### src/rtl/lec_pkg.sv
`timescale 1ns/1ps
package lec_pkg;
  // control word field positions (software decodes these)
  localparam int GRP_LO  = 24;
  localparam int EVT_LO  = 16;
  localparam int LANE_LO = 8;
  localparam int STAT_B  = 7;
  localparam int RUN_LO  = 2;

  localparam logic [2:0] RUN_CMD_START = 3'd3;
  localparam logic [2:0] RUN_CMD_STOP  = 3'd1;
  localparam logic [1:0] ZERO_CMD      = 2'd1;

  typedef struct packed {
    logic [3:0] grp;
    logic [7:0] evt;
    logic [3:0] lane;
  } sel_t;
endpackage

### src/rtl/lec_ctrl.sv
`timescale 1ns/1ps
module lec_ctrl
  import lec_pkg::*;
(
  input  logic        clk,
  input  logic        rst,
  input  logic        wr_ctrl,
  input  logic [31:0] wdata,
  output sel_t        sel_q,
  output logic        run_q,
  output logic        zero_req
);
  logic [2:0] run_cmd;
  logic [1:0] zero_cmd;
  logic       unused_wbits;

  assign run_cmd      = wdata[RUN_LO +: 3];
  assign zero_cmd     = wdata[1:0];
  assign zero_req     = wr_ctrl && (zero_cmd == ZERO_CMD);
  assign unused_wbits = ^{wdata[31:28], wdata[15:12], wdata[7:5]};

  always_ff @(posedge clk) begin
    if (rst) begin
      sel_q <= '0;
      run_q <= 1'b0;
    end else if (wr_ctrl) begin
      sel_q.grp  <= wdata[GRP_LO +: 4];
      sel_q.evt  <= wdata[EVT_LO +: 8];
      sel_q.lane <= wdata[LANE_LO +: 4];
      case (run_cmd)
        RUN_CMD_START: run_q <= 1'b1;
        RUN_CMD_STOP:  run_q <= 1'b0;
        default:       run_q <= run_q;
      endcase
    end
  end
endmodule

### src/rtl/lec_evt_mux.sv
`timescale 1ns/1ps
module lec_evt_mux
  import lec_pkg::*;
#(
  parameter int NUM_GROUPS     = 8,
  parameter int EVTS_PER_GROUP = 20,
  parameter int NUM_LANES      = 4,
  localparam int NUM_CODES     = NUM_GROUPS * EVTS_PER_GROUP,
  localparam int NUM_EVT       = NUM_CODES * NUM_LANES
) (
  input  logic [NUM_EVT-1:0] evt_i,
  input  sel_t               sel,
  output logic               hit
);
  localparam int CODE_W = (NUM_CODES > 1) ? $clog2(NUM_CODES) : 1;
  localparam int LIW    = (NUM_LANES > 1) ? $clog2(NUM_LANES) : 1;

  logic [NUM_LANES-1:0] by_code [NUM_CODES];

  for (genvar c = 0; c < NUM_CODES; c++) begin : g_code
    assign by_code[c] = evt_i[c*NUM_LANES +: NUM_LANES];
  end

  logic              code_ok;
  logic [CODE_W-1:0] code_idx;
  logic [LIW-1:0]    lane_idx;

  always_comb begin
    code_ok  = ({1'b0, sel.grp}  < 5'(NUM_GROUPS)) &&
               ({1'b0, sel.evt}  < 9'(EVTS_PER_GROUP)) &&
               ({1'b0, sel.lane} < 5'(NUM_LANES));
    code_idx = code_ok ? CODE_W'(32'(sel.grp) * 32'(EVTS_PER_GROUP) + 32'(sel.evt))
                       : '0;
    lane_idx = code_ok ? LIW'(sel.lane) : '0;
    hit      = code_ok && by_code[code_idx][lane_idx];
  end
endmodule

### src/rtl/lec_count.sv
`timescale 1ns/1ps
module lec_count #(
  parameter int CNT_W = 32
) (
  input  logic             clk,
  input  logic             rst,
  input  logic             zero_req,
  input  logic             run,
  input  logic             hit,
  output logic [CNT_W-1:0] cnt_q
);
  always_ff @(posedge clk) begin
    if (rst || zero_req) cnt_q <= '0;
    else if (run && hit) cnt_q <= cnt_q + 1'b1;
  end
endmodule

### src/rtl/lane_evt_counter.sv
`timescale 1ns/1ps
module lane_evt_counter
  import lec_pkg::*;
#(
  parameter int              NUM_GROUPS     = 8,
  parameter int              EVTS_PER_GROUP = 20,
  parameter int              NUM_LANES      = 4,
  parameter int              CNT_W          = 32,
  parameter int              ADDR_W         = 8,
  parameter logic [ADDR_W-1:0] CTRL_OFS     = 'h8,
  parameter logic [ADDR_W-1:0] DATA_OFS     = 'hC,
  localparam int             NUM_EVT        = NUM_GROUPS * EVTS_PER_GROUP * NUM_LANES
) (
  input  logic              clk,
  input  logic              rst,
  input  logic              reg_wr_i,
  input  logic              reg_rd_i,
  input  logic [ADDR_W-1:0] reg_addr_i,
  input  logic [31:0]       reg_wdata_i,
  output logic [31:0]       reg_rdata_o,
  input  logic [NUM_EVT-1:0] evt_i
);
  sel_t             sel_q;
  logic             run_q;
  logic             zero_req;
  logic             evt_hit;
  logic [CNT_W-1:0] cnt_q;
  logic             wr_ctrl;
  logic [31:0]      ctrl_word;

  assign wr_ctrl = reg_wr_i && (reg_addr_i == CTRL_OFS);

  lec_ctrl u_ctrl (
    .clk(clk), .rst(rst), .wr_ctrl(wr_ctrl), .wdata(reg_wdata_i),
    .sel_q(sel_q), .run_q(run_q), .zero_req(zero_req)
  );

  lec_evt_mux #(
    .NUM_GROUPS(NUM_GROUPS), .EVTS_PER_GROUP(EVTS_PER_GROUP), .NUM_LANES(NUM_LANES)
  ) u_mux (
    .evt_i(evt_i), .sel(sel_q), .hit(evt_hit)
  );

  lec_count #(.CNT_W(CNT_W)) u_cnt (
    .clk(clk), .rst(rst), .zero_req(zero_req), .run(run_q),
    .hit(evt_hit), .cnt_q(cnt_q)
  );

  always_comb begin
    ctrl_word                  = '0;
    ctrl_word[GRP_LO +: 4]     = sel_q.grp;
    ctrl_word[EVT_LO +: 8]     = sel_q.evt;
    ctrl_word[LANE_LO +: 4]    = sel_q.lane;
    ctrl_word[STAT_B]          = run_q;
  end

  always_ff @(posedge clk) begin
    if (rst) begin
      reg_rdata_o <= '0;
    end else if (reg_rd_i) begin
      if (reg_addr_i == CTRL_OFS)      reg_rdata_o <= ctrl_word;
      else if (reg_addr_i == DATA_OFS) reg_rdata_o <= 32'(cnt_q);
      else                             reg_rdata_o <= '0;
    end
  end
endmodule

### config.mk
export PLATFORM = sky130hd
export DESIGN_NAME = lane_evt_counter
export DESIGN_NICKNAME = d
export VERILOG_FILES = /design/src/rtl/lec_pkg.sv /design/src/rtl/lec_ctrl.sv /design/src/rtl/lec_evt_mux.sv /design/src/rtl/lec_count.sv /design/src/rtl/lane_evt_counter.sv
export SDC_FILE = /design/constraint.sdc
export NUM_CORES = 1
export LEC_CHECK = 0
export BUFFER_PORTS_ARGS = -buffer_cell sky130_fd_sc_hd__buf_2
export CAP_MARGIN = 20
export CORE_AREA = 2 2 282 284
export CTS_BUF_LIST = sky130_fd_sc_hd__clkbuf_8
export CTS_CLUSTER_DIAMETER = 120
export DETAILED_ROUTE_END_ITERATION = 7
export DIE_AREA = 0 0 284 286
export GPL_ROUTABILITY_DRIVEN = 0
export PLACE_DENSITY_LB_ADDON = 0.15
export SLEW_MARGIN = 30
export SYNTH_ARGS = -nofsm -noshare
export SYNTH_HDL_FRONTEND = slang
export SYNTH_SLANG_ARGS = --single-unit
### constraint.sdc
create_clock -name clk -period 4.5 [get_ports clk]
set_input_delay 0 -clock clk [delete_from_list [all_inputs] [get_ports clk]]
set_output_delay 0 -clock clk [all_outputs]
set_load 0.1 [all_outputs]
; ---- Word level (Yosys, flattened, before mapping)
; Index checks and enable logic that the tools add are counted.
[word_totals]
reg_bits = 81
in_bits = 684
word_cells = 39
[op_classes]
n_addsub = 2
multipliers = 1
order_cmp = 5
eq_ne = 5
mux = 10
bitwise_logic = 1
reduce_logical = 9
[ops]
columns = op, n
row1 = $mux 32, 2
row2 = $add 32x1->32 const B, 1
row3 = $bmux 4 s8, 1
row4 = $eq 8x4->1 const B, 2
row5 = $ge 9x9->1 const B, 1
row6 = $not 8->9, 1
row7 = $add 8x8->8, 1
row8 = $lt 8x5->1 const B, 1
row9 = $mux 4, 2
row10 = $mux 8, 1
row11 = $logic_and 1x1->1, 6
row12 = $mul 4x3->6 const B, 1
row13 = $lt 4x3->1 const B, 1
row14 = $lt 4x4->1 const B, 1
row15 = $eq 3x1->1 const B, 1
row16 = $eq 3x2->1 const B, 1
row17 = $lt 2x3->1 const B, 1
row18 = $bmux 1 s2, 1
row19 = $eq 2x1->1 const B, 1
row20 = $mux 2, 1
row21 = $pmux 1 s2, 1
row22 = $reduce_and 2->1, 1
row23 = $reduce_bool 2->1, 1
row24 = $logic_or 1x1->1, 1
row25 = $mux 1, 1

; ---- Depth between registers and ports, before layout
[depth]
word_depth = 12
mapped_depth = 18
depth_no_buf = 13

; ---- Modules after synthesis
; Synthesis repeated with hierarchy kept, for this count alone.
[hier_totals]
cells_unflattened = 1388
area_unflattened_um2 = 10607.7
[modules_own_cells]
columns = module, n_inst, cells_each, area_per_inst_um2, seq_area_each_um2
row1 = lec_evt_mux, 1, 1028, 6986.7, 0.0
row2 = lec_count, 1, 184, 1546.5, 640.6
row3 = lane_evt_counter, 1, 118, 1432.6, 640.6
row4 = lec_ctrl, 1, 58, 641.9, 340.3

; ---- Worst setup path before layout
; OpenSTA, ideal clock, no wires.
[synth_timing]
path_kind = reg-to-reg
from = reg u_ctrl.sel_q[13] (netlist name)
to = reg u_cnt.cnt_q[23]
setup_time_ns = 0.070
t_arrival_ns = 3.965
required_ns = 4.430
setup_slack_ns = 0.465
stages_incl_launch_ff = 15
path_buffers = 1
synth_period_minus_slack_ns = 4.035
cell_sequence = dfxtp_1 ha_1 ha_1 fa_1 ha_1 a21oi_1 a21oi_1 nor3_1 o21ai_0 o32ai_1 o32ai_2 o211a_4 buf_6 or4_1 a21oi_1
[synth_via]
elab_chain_len = 12
word_cells_on_any_way = 15
[synth_rtl]
columns = element, line_no
row1 = "parallel branches: the longest is 10 deep, another holds $add 8x8->8", --
row2 = $logic_and 1x1->1 *, lec_evt_mux.sv:35  ; hit = code_ok && by_code[code_idx][lane_idx];
row3 = $logic_and 1x1->1 *, lec_count.sv:14  ; else if (run && hit) cnt_q <= cnt_q + 1'b1;
row4 = end signal: assignment, lec_count.sv:14
row5 = end: declaration, lec_count.sv:10  ; output logic [CNT_W-1:0] cnt_q
; Every way passes the cells marked *. The select of a mux whose other input is x is not followed.
; A chain may end at the register's enable or synchronous reset.

; ---- Final worst setup path
[layout_timing]
from = reg u_ctrl.sel_q[12] (netlist name)
to = reg u_cnt.cnt_q[23]
[layout_via]
elab_chain_len = 12
word_cells_on_any_way = 15
[layout_rtl]
columns = element, line_no
row1 = "parallel branches: the longest is 10 deep, another holds $add 8x8->8", --
row2 = $logic_and 1x1->1 *, lec_evt_mux.sv:35
row3 = $logic_and 1x1->1 *, lec_count.sv:14
; Marks and branches as above.

==> metrics <==
Pwr Density 116.9 nW/um^2; Sw Pwr 0.5297 mW; first-pass GRT wire length 120500 microns; Switching Fraction 28.05%; Core Area 78360 sq um; synthesized area 10470 sq um; Adder-Cell Fraction of Synth Area 1.458%; Clock power frac 31.6%; Pre-Repair DR Iteration Count 5; H-tree levels 3; most common cell after layout, fill and taps aside buf_2; Vias/cell 4.674; Syn Area/Cell 8.045 sq um; flops & latches, synth 81; area added between synthesis and finish 54.33%; Data arrival, critical path 4.62 ns; Int Pwr 1.358 mW; Post-Synth Simple-Gate Area 21.12%; Slew headroom 40.81%; Gate power share 30.5%; fin util 20.62%; Die W 284 microns; reg2reg end u_cnt.cnt_q[23]$_SDFFE_PP0P_; Compound-Gate Fraction of Synth Area 31.49%; vias 14420; largest family of logic cells by synthesized area compound AO/OA/AOI/OAI gates; Final ANT Viol Nets 0; 1st-iter DRT viols 960; CTS tree done; CP max stage delay 0.73 ns; reg2reg path depth 14; Synth Instances 1301; Pleak 6.454 nW; slowest CP cell fa_2; Worst Max-Slew Pin Slew 0.8632 ns; Finish-stage setup viols 0; commonest cells after routing, fill and taps aside buf_2, a21oi_1, nand2_1; Async SR Flop Fraction 0%; final clock skew 0.01547 ns; die area 81220 sq um; RSZ-0062 raised after global routing no; Max Cap Viol 0; fin. max-slew vios 0; most frequent CP cell or4_1; I/O pin cnt 716; clock tree buffer depth 2; gr ovfl total 0; Tcrit/Tclk final 96.13%; Post-synth EDFFs 0; starting density of the core 13.36%; Buffers on Ports 704; share of cells above drive strength 1 49.48%; ordered cell list for the critical path ha_4 > fa_2 > inv_2 > nor4_4 > buf_4 > nand4_1 > o22ai_1 > or4_1 > a32o_1 > o21ai_1 > o211a_4 > buf_12 > or4_1 > a21oi_1; prevailing post-synth register cell dfxtp_1; TritonCTS buffer count 9; Power, Total 1.888 mW; Cell Rows 103; startpoint type of the worst setup path flop; Final min period 4.326 ns; clk_lat worst skew 0.37 ns; worst setup path category reg2reg; CTS root buf clkbuf_8; Synth Area in XOR/XNOR 0.6336%; Crit path required time 4.80 ns; CP max FO 48; mux cell area share after synthesis 22.57%; Fmax 0.2312 GHz; flop2flop setup slack 0.17 ns; Yosys cell types 91; Nets 2702; initial antenna violation count 55; syn_nets 1996; status completed; largest net degree at the start of global routing 89; Die Y 286 microns; Sink Count 81; final WL 89730 microns; Ys Warns 0; sequential fraction of the synthesis area 15.49%; Max VDD drop 0.1929 mV; Setup crit end kind flop; sequential share of power 37.9%; post-DP HPWL 75450 microns; clk slew on worst S/H paths 0.09 ns; final hold violations 0; vias in the first global route 15060; drt wl/cell 29.09 microns; crit path to u_cnt.cnt_q[23]$_SDFFE_PP0P_; residual DRC count 0; Worst Hold Class in2reg; crit path launch u_ctrl.sel_q[12]$_SDFFE_PP0P_; gr usage total 21.01%; RR Startpoint u_ctrl.sel_q[12]$_SDFFE_PP0P_
area by class of cell:
cell class | instances | area, sq um
Antenna cell | 23 | 57.56
Clock buffer | 10 | 137.6
Clock inverter | 5 | 72.57
Fill cell | 8969 | 62200
Inverter | 15 | 56.30
Multi-Input combinational cell | 1068 | 8228
Sequential cell | 81 | 1630
Tap cell | 1050 | 1314
Timing Repair Buffer | 832 | 4657
how the worst min path moves through the flow:
| stage | cells past startpoint | slack (ns) | endpoint | start |
|---|---|---|---|---|
| floorplan | 2 | 0.14 | u_ctrl.sel_q[0]$_SDFFE_PP0P_ | reg_wdata_i[8] |
| detailed placement | 3 | 0.24 | u_ctrl.run_q$_SDFFE_PP0P_ | reg_wdata_i[3] |
| global route | 2 | 0.15 | reg_rdata_o[29]$_SDFFE_PP0P_ | rst |
| global placement | 3 | 0.24 | u_ctrl.run_q$_SDFFE_PP0P_ | reg_wdata_i[3] |
| finish | 2 | 0.12 | u_ctrl.run_q$_SDFFE_PP0P_ | rst |
| CTS | 2 | 0.11 | u_ctrl.run_q$_SDFFE_PP0P_ | rst |
kinds of logic (layout without fill, tap and decap cells):
| group | count (synthesis) | in the layout |
|---|---|---|
| flops | 81 | 81 |
| simple gates | 415 | 415 |
| fa+ha+maj | 11 | 11 |
| xor+xnor | 6 | 6 |
| other cells | 0 | 23 |
| mux | 165 | 165 |
| buf+inv | 152 | 862 |
| compound gates | 471 | 471 |
cell usage after synthesis, drive strengths merged, types with 5 or more instances:
master	count	area share, %
a211oi	18	1.3
or3	26	1.6
mux2i	47	4.5
o32ai	5	0.49
a21oi	131	6.3
nor4	16	1.6
nor3	17	0.97
nand2b	9	0.54
o221ai	18	1.5
a221o	15	1.4
nor2	90	3.3
a2111oi	12	1.0
nand4	23	1.4
dfxtp	81	15
a211o	7	0.59
inv	14	0.50
o211ai	21	1.5
nor3b	5	0.36
a21o	6	0.43
ha	9	1.1
o21ai	68	3.3
o2111ai	6	0.50
a22oi	6	0.43
nand3	22	1.2
o41ai	7	0.59
o2bb2ai	10	0.84
o22ai	19	1.1
buf	72	4.4
nor2b	46	2.7
or2	5	0.30
nand2	107	3.8
o31ai	15	1.1
a31oi	11	0.66
and2	10	0.60
clkbuf	65	2.3
mux2	68	7.3
o311ai	6	0.50
mux4	50	11
and3	10	0.60
a221oi	47	4.0
or4	18	1.3
flip-flops by register name, summed over array words and instances, names as in the netlist:
register	cells
reg_rdata_o	32
u_cnt.cnt_q	32
u_ctrl.sel_q	16
u_ctrl.run_q	1
power by group through the flow:
| stage | Combinational, mW | Sequential (mW) | Clock, mW |
|---|---|---|---|
| 2_1_floorplan | 0.159 | 0.733 | 0 |
| 3_3_place_gp | 0.556 | 0.732 | 0 |
| 3_5_place_dp | 0.560 | 0.732 | 0 |
| 4_1_cts | 0.578 | 0.715 | 0.617 |
| 5_1_grt | 0.615 | 0.716 | 0.644 |
| 6_report | 0.576 | 0.715 | 0.597 |
what timing repair did:
item / 4_1_cts / 5_1_grt
hold endpoints to repair: 17 / 0
resized for setup: 3 / 9
hold buffers: 18 / 0
buffers inserted: 1 / 3
pin swaps: 1 / 2
setup endpoints to repair: 30 / 30
through the flow:
step	instance area [sq um]	instances	TNS (ns)	setup WS (ns)	hold WS, ns
after floorplan	10470	1301	0	0.4646	0.1405
after global placement	15610	3024	-3.392	-0.1581	0.2371
after detailed placement	15620	3024	-1.052	-0.1080	0.2428
after CTS	16030	3058	0	0.03841	0.1090
after global routing	16140	3078	0	0.01186	0.1532
final	16150	3084	0	0.1742	0.1220
critical path: cells and delay by family, from the launching register on:
kind	cells	cell delay [ns]
compound gates	5	1.03
fa+ha+maj	2	0.93
buf+inv	3	0.72
flops	1	0.37
simple gates	4	1.19
layer usage:
layer  vias up  GRT usage (%)  share of wire (%)
met5         -              0               0.27
met4        36          8.342                3.8
met3       143          5.718                7.5
met2       618          36.29                 49
met1      7025          24.60                 40
li1       6593              -                  -
(Power assumes the default switching activity.)
